[src/rtl/sq_pkg.sv]
package sq_pkg;

    typedef struct packed {
        logic pend;
        logic done;
    } sq_flags_t;

    typedef enum logic [1:0] {
        ISS_NONE = 2'd0,
        ISS_HIT  = 2'd1,
        ISS_MISS = 2'd2
    } sq_issue_e;

    function automatic sq_issue_e sq_classify(input logic v, input logic hit);
        if (!v)
            return ISS_NONE;
        return hit ? ISS_HIT : ISS_MISS;
    endfunction

endpackage

[src/rtl/sq_entry_file.sv]
module sq_entry_file
    import sq_pkg::*;
#(
    parameter int DEPTH = 8,
    parameter int AW    = 32,
    parameter int DW    = 32,
    parameter int IW    = 3
) (
    input  logic             clk,
    input  logic             rst,
    input  logic             wr_en,
    input  logic [IW-1:0]    wr_idx,
    input  logic [AW-1:0]    wr_addr,
    input  logic [DW-1:0]    wr_data,
    input  logic [IW-1:0]    rd_idx,
    output logic [AW-1:0]    rd_addr,
    output logic [DW-1:0]    rd_data,
    input  sq_issue_e        iss,
    input  logic [IW-1:0]    iss_idx,
    input  logic             rl_en,
    input  logic [IW-1:0]    rl_idx,
    output logic             rl_take,
    output logic [DEPTH-1:0] done_vec,
    output logic [DEPTH-1:0] pend_vec
);
    logic [AW-1:0] addr_q [DEPTH];
    logic [DW-1:0] data_q [DEPTH];
    sq_flags_t     flg_q  [DEPTH];

    assign rd_addr = addr_q[rd_idx];
    assign rd_data = data_q[rd_idx];
    assign rl_take = rl_en && flg_q[rl_idx].pend;

    always_comb begin
        for (int i = 0; i < DEPTH; i++) begin
            done_vec[i] = flg_q[i].done;
            pend_vec[i] = flg_q[i].pend;
        end
    end

    always_ff @(posedge clk) begin
        if (wr_en) begin
            addr_q[wr_idx] <= wr_addr;
            data_q[wr_idx] <= wr_data;
        end
    end

    always_ff @(posedge clk) begin
        if (rst) begin
            for (int i = 0; i < DEPTH; i++)
                flg_q[i] <= '0;
        end else begin
            if (wr_en)
                flg_q[wr_idx] <= '0;
            if (rl_take) begin
                flg_q[rl_idx].pend <= 1'b0;
                flg_q[rl_idx].done <= 1'b1;
            end
            if (iss == ISS_HIT)
                flg_q[iss_idx].done <= 1'b1;
            else if (iss == ISS_MISS)
                flg_q[iss_idx].pend <= 1'b1;
        end
    end

    // a new allocation never lands on a slot that still waits on a reload
    assert_alloc_free_R7: assert property (@(posedge clk) disable iff (rst)
        rl_take |-> !(wr_en && wr_idx == rl_idx));

    // the store sent to the cache is never one already waiting on a reload
    assert_issue_fresh_R5: assert property (@(posedge clk) disable iff (rst)
        (iss != ISS_NONE) |-> !flg_q[iss_idx].pend);

endmodule

[src/rtl/sq_retire_scan.sv]
module sq_retire_scan #(
    parameter int DEPTH = 8,
    parameter int IW    = 3,
    parameter int PW    = 4
) (
    input  logic [DEPTH-1:0] done_vec,
    input  logic [IW-1:0]    head,
    input  logic [PW-1:0]    limit,
    output logic [PW-1:0]    n_free
);
    logic          run;
    logic [IW-1:0] idx;

    always_comb begin
        n_free = '0;
        run    = 1'b1;
        idx    = head;
        for (int i = 0; i < DEPTH; i++) begin
            idx = head + IW'(i);
            if (run && PW'(i) < limit && done_vec[idx])
                n_free = n_free + PW'(1);
            else
                run = 1'b0;
        end
    end

endmodule

[src/rtl/store_commit_queue.sv]
module store_commit_queue
    import sq_pkg::*;
#(
    parameter int DEPTH       = 8,
    parameter int AW          = 32,
    parameter int DW          = 32,
    parameter int MAX_RELOADS = 2
) (
    input  logic                     clk,
    input  logic                     rst,
    input  logic                     fin_valid,
    input  logic [AW-1:0]            fin_addr,
    input  logic [DW-1:0]            fin_data,
    output logic                     fin_ready,
    input  logic                     cpl_req,
    input  logic                     cmt_req,
    output logic                     cw_valid,
    output logic [$clog2(DEPTH)-1:0] cw_idx,
    output logic [AW-1:0]            cw_addr,
    output logic [DW-1:0]            cw_data,
    input  logic                     cw_hit,
    input  logic                     rl_done,
    input  logic [$clog2(DEPTH)-1:0] rl_idx,
    output logic [$clog2(DEPTH):0]   n_finished,
    output logic [$clog2(DEPTH):0]   n_completed,
    output logic [$clog2(DEPTH):0]   n_committed,
    output logic                     err
);
    localparam int IW = $clog2(DEPTH);
    localparam int PW = IW + 1;
    localparam int RW = $clog2(MAX_RELOADS + 1);

    // oldest .. youngest: [cmt, iss) tried, [iss, cmp) waiting, [cmp, fin) completed, [fin, tail) finished
    logic [PW-1:0] p_tail, p_fin, p_cmp, p_iss, p_cmt;
    logic [RW-1:0] pend_cnt;
    logic          err_q;

    logic [PW-1:0]    occ, issuable, issued, ret_n;
    logic [DEPTH-1:0] done_vec, pend_vec;
    logic             rl_take, alloc;
    sq_issue_e        iss;

    assign occ         = p_tail - p_cmt;
    assign n_finished  = p_tail - p_fin;
    assign n_completed = p_fin - p_cmp;
    assign n_committed = p_cmp - p_cmt;
    assign issuable    = p_cmp - p_iss;
    assign issued      = p_iss - p_cmt;

    assign fin_ready = (occ != PW'(DEPTH));
    assign alloc     = fin_valid && fin_ready;
    assign cw_valid  = (issuable != '0) && (pend_cnt < RW'(MAX_RELOADS));
    assign cw_idx    = p_iss[IW-1:0];
    assign iss       = sq_classify(cw_valid, cw_hit);
    assign err       = err_q;

    sq_entry_file #(.DEPTH(DEPTH), .AW(AW), .DW(DW), .IW(IW)) u_entries (
        .clk      (clk),
        .rst      (rst),
        .wr_en    (alloc),
        .wr_idx   (p_tail[IW-1:0]),
        .wr_addr  (fin_addr),
        .wr_data  (fin_data),
        .rd_idx   (p_iss[IW-1:0]),
        .rd_addr  (cw_addr),
        .rd_data  (cw_data),
        .iss      (iss),
        .iss_idx  (p_iss[IW-1:0]),
        .rl_en    (rl_done),
        .rl_idx   (rl_idx),
        .rl_take  (rl_take),
        .done_vec (done_vec),
        .pend_vec (pend_vec)
    );

    sq_retire_scan #(.DEPTH(DEPTH), .IW(IW), .PW(PW)) u_scan (
        .done_vec (done_vec),
        .head     (p_cmt[IW-1:0]),
        .limit    (issued),
        .n_free   (ret_n)
    );

    always_ff @(posedge clk) begin
        if (rst) begin
            p_tail   <= '0;
            p_fin    <= '0;
            p_cmp    <= '0;
            p_iss    <= '0;
            p_cmt    <= '0;
            pend_cnt <= '0;
            err_q    <= 1'b0;
        end else begin
            if (alloc)
                p_tail <= p_tail + PW'(1);
            if (cpl_req) begin
                if (n_finished != '0) p_fin <= p_fin + PW'(1);
                else                  err_q <= 1'b1;
            end
            if (cmt_req) begin
                if (n_completed != '0) p_cmp <= p_cmp + PW'(1);
                else                   err_q <= 1'b1;
            end
            if (cw_valid)
                p_iss <= p_iss + PW'(1);
            p_cmt    <= p_cmt + ret_n;
            pend_cnt <= pend_cnt + RW'(iss == ISS_MISS) - RW'(rl_take);
        end
    end

    assert_no_overflow_R2: assert property (@(posedge clk) disable iff (rst)
        occ <= PW'(DEPTH));

    assert_full_holds_R2: assert property (@(posedge clk) disable iff (rst)
        !fin_ready |=> (p_tail == $past(p_tail)));

    assert_region_order_R4: assert property (@(posedge clk) disable iff (rst)
        (issued <= n_committed) && (n_committed <= occ));

    assert_reload_cap_R8: assert property (@(posedge clk) disable iff (rst)
        pend_cnt <= RW'(MAX_RELOADS));

    assert_pend_track_R8: assert property (@(posedge clk) disable iff (rst)
        $countones(pend_vec) == int'(pend_cnt));

    assert_retire_bound_R9: assert property (@(posedge clk) disable iff (rst)
        ret_n <= issued);

    assert_err_sticky_R10: assert property (@(posedge clk) disable iff (rst)
        err |=> err);

endmodule

[config.mk]
export PLATFORM = sky130hd
export DESIGN_NAME = store_commit_queue
export DESIGN_NICKNAME = d
export VERILOG_FILES = /design/src/rtl/sq_pkg.sv /design/src/rtl/sq_entry_file.sv /design/src/rtl/sq_retire_scan.sv /design/src/rtl/store_commit_queue.sv
export SDC_FILE = /design/constraint.sdc
export NUM_CORES = 1
export LEC_CHECK = 0
export BUFFER_PORTS_ARGS = -buffer_cell sky130_fd_sc_hd__buf_2
export CORE_MARGIN = 2
export CORE_UTILIZATION = 60
export DETAILED_ROUTE_END_ITERATION = 10
export PLACE_DENSITY = 0.79
export SLEW_MARGIN = 20
export SYNTH_ARGS = -nofsm -noshare
export SYNTH_HDL_FRONTEND = slang
export SYNTH_SLANG_ARGS = --single-unit
[constraint.sdc]
create_clock -name clk -period 9.6 [get_ports clk]
set_clock_uncertainty 0.05 [all_clocks]
set_input_delay 1.92 -clock clk [delete_from_list [all_inputs] [get_ports clk]]
set_output_delay 1.92 -clock clk [all_outputs]
set_load 0.02 [all_outputs]
==> out/results.ini <==
[outcome]
outcome=complete, no violations

[yosys]
synthAdderAreaFrac=0.0236
yosys_warnings=0
synth_edf_count=512
synthXorXnorAreaFrac=0.0187
ys_seq_area_frac=0.711
ys_types=65
async_flop_share=0
synth_top_family_by_area=multiplexers
synthSimpleGateAreaFrac=0.0310
synth-compound-area-share=0.0245
synth_nets=1284
synthMuxAreaShare=0.174
synthCells=1170
syn_area_um2=22800
synth_seq_cells=554
syn_area_per_cell_um2=19.5
synth_flop_cell=edfxtp_1

[worst_hold_path]
hp-class=reg -> reg

[timing]
fin_ws_ns=1.63
worst_slew_pin_slew_ns=1.07
relSlewSlack=0.285
holdWs_ns=0.428
max_freq_mhz=125
setup_viol_count_final=0
tns_ns=0
final_hold_viol_count=0
rsz0062_at_grt=no
drv_slew=0
period_share=0.831
period_minus_slack_ns=7.97

[floorplan]
fp-row-count=71
die_area_um2=39600
die_h_um=199
die-width_um=199
core_area_um2=37600
start_util=0.607
io_pins=156

[global_route]
grt_pass1_vias=11800
grt_pass1_wl_um=68700
grtUsageTotal=0.234
grt_max_degree=115
antenna_found_initial=9
grt.overflow.total=0

[setup_path]
cp-end-kind=register
cpMostUsedCell=ha_1
critPathLaunchType=register
crit_required_ns=10.01
worstSetupPathType=reg -> reg
arrival_ns=8.38
slowest_stage=dfxtp_1
max_stage_delay_ns=0.78
path_max_fanout=15

[final_layout]
final_cells=1898
fin_util=0.688
fillers=2312
fin_nets=1455
synthToLayoutAreaGrowth_pct=13.3
layout-drive-gt1-share=0.344

[clock_network]
root_buffer=clkbuf_16
numClockSinks=554
cts_resized=0
cts_inserted_buffers=54
path_clk_slew_ns=0.06
cts_setup_buffers=0
cts_tree=yes
clock_path_buffers=3
h-tree-depth=2
ctsHoldBuffers=0
clkLatencyLatePin_ns=0.57

[job]
maxCapViolCount=0

[routing]
ant_nets=0
wl_met2_um=22600
drt_iter0_drc=838
viasPerCell=6.04
wl_met3_um=3230
vias=11500
wl_per_cell_um=23.8
wl_met1_um=18300
drc=0
top_layer=met5
drt-pass1-iter-count=5
wl_um=45100

[power]
power_leakage_nw=8.64
ir_drop_v=0.000205
power.density_nw_per_um2=260

[place]
io_buffers=155
place_congestion=0.881
dp_hpwl_um=24600
pre_cts_slack_ns=1.77
dp_cells=1796

sequential cells by signal, indices dropped and copies added (netlist names), named ones only:
signal            cells
pend_cnt              2
p_cmp                 4
u_entries.flg_q      16
p_tail                4
p_fin                 4
p_cmt                 4
p_iss                 4
err                   1
u_entries.addr_q    256
u_entries.data_q    256
cell usage in the layout, fill, tap and decap left out, types with 3 or more instances in the layout:
cell	synthesis	final
a32o_1	5	5
nand3_1	16	16
and2_4	1	3
a31oi_1	9	9
buf_2	0	155
mux2_4	5	5
edfxtp_1	512	512
fa_1	5	5
a21o_1	5	5
clkinvlp_4	0	3
inv_6	0	3
clkbuf_16	0	55
clkinv_1	0	17
nor2b_1	8	8
dfxtp_4	0	3
buf_4	5	12
diode_2	0	5
nand4_1	9	9
o21ai_0	10	10
nor3_1	9	8
mux2_2	69	69
dfxtp_1	42	39
a21oi_1	17	17
xnor2_2	3	3
xnor2_1	27	27
clkinv_2	0	6
mux2i_1	5	5
xor2_1	13	13
mux4_2	134	134
nor4_1	4	4
nand2b_1	4	4
nor2_1	45	45
clkbuf_1	34	9
inv_1	39	37
inv_2	3	3
nand2_1	33	33
ha_1	35	35
bufinv_16	0	5
a211oi_1	4	4
layer usage:
metal | track usage | up-vias
met2 | 0.388 | 424
li1 | - | 5085
met5 | 0 | -
met1 | 0.316 | 5882
met3 | 0.0536 | 72
met4 | 0.0699 | 10
cell type report:
type | instances | area (µm²) | area share
Clock buffer | 64 | 1410 | 0.0545
Timing Repair Buffer | 168 | 886 | 0.0343
Clock inverter | 33 | 288 | 0.0111
Sequential cell | 554 | 16200 | 0.628
Tap cell | 511 | 639 | 0.0247
Multi-Input combinational cell | 521 | 6230 | 0.241
Inverter | 42 | 160 | 0.00620
Antenna cell | 5 | 12.5 | 0.000484
final timing paths:
check,from,to,cells after the start,slack (ns)
max,p_cmt[0],p_cmt[3],31,1.63
min,u_entries.flg_q[6][1],u_entries.flg_q[6][1],2,0.43
max reg2reg,p_cmt[0],p_cmt[3],31,1.63
min reg2reg,u_entries.flg_q[6][1],u_entries.flg_q[6][1],2,0.43
synthesized netlist by cell type (all sizes together), types with 2 or more instances:
master / number / area [µm²]
xor2: 14 / 141
nor4: 4 / 25.0
or3: 3 / 30.0
nor3b: 2 / 15.0
and3: 3 / 18.8
o2111ai: 4 / 47.6
ha: 35 / 438
nor2b: 8 / 50.1
o21ai: 12 / 60.1
o311ai: 2 / 17.5
nand2: 33 / 124
a32o: 5 / 50.1
clkbuf: 34 / 128
o211ai: 2 / 15.0
a21o: 5 / 37.5
a31oi: 9 / 56.3
mux4: 136 / 3070
nor3: 9 / 45.0
mux2i: 5 / 50.1
nand4: 9 / 56.3
xnor2: 30 / 285
edfxtp: 512 / 15400
a21oi: 17 / 85.1
dfxtp: 42 / 841
nand2b: 4 / 25.0
a211o: 2 / 17.5
fa: 5 / 100
a41oi: 2 / 17.5
nand3: 16 / 80.1
and2: 4 / 27.5
inv: 42 / 158
mux2: 74 / 852
buf: 19 / 105
nor2: 46 / 175
a211oi: 4 / 30.0
worst max-delay path, delay by kind of cell, from the launching register on:
kind / cells / cell delay [ns]
adders and majority gates: 9 / 2.61
AOI/OAI and AO/OA: 10 / 1.79
muxes: 4 / 1.30
DFF: 1 / 0.78
xor gates and xnor gates: 3 / 0.68
and+or+nand+nor: 3 / 0.47
buffers and inverters: 2 / 0.18
report_power, final:
part           switching [mW]  total [mW]  internal, mW
Combinational           0.988        1.81         0.818
Sequential              0.112        2.88          2.77
Clock                   0.849        2.03          1.18
logic make-up after synthesis:
family,count (synthesis)
AO/OA/AOI/OAI,77
flip-flops,554
buffers and inverters,95
AND/OR/NAND/NOR,145
adder cells (fa/ha/maj),40
XOR/XNOR,44
multiplexers,215
metrics by stage:
stage / power (mW) / area, µm²
floorplan: 4.25 / 22800
global placement: 4.70 / 24100
detailed placement: 4.74 / 24100
CTS: 6.77 / 25800
global route: 7.00 / 25800
finish: 6.71 / 25900
No activity file was read; power rests on OpenSTA's default activity.
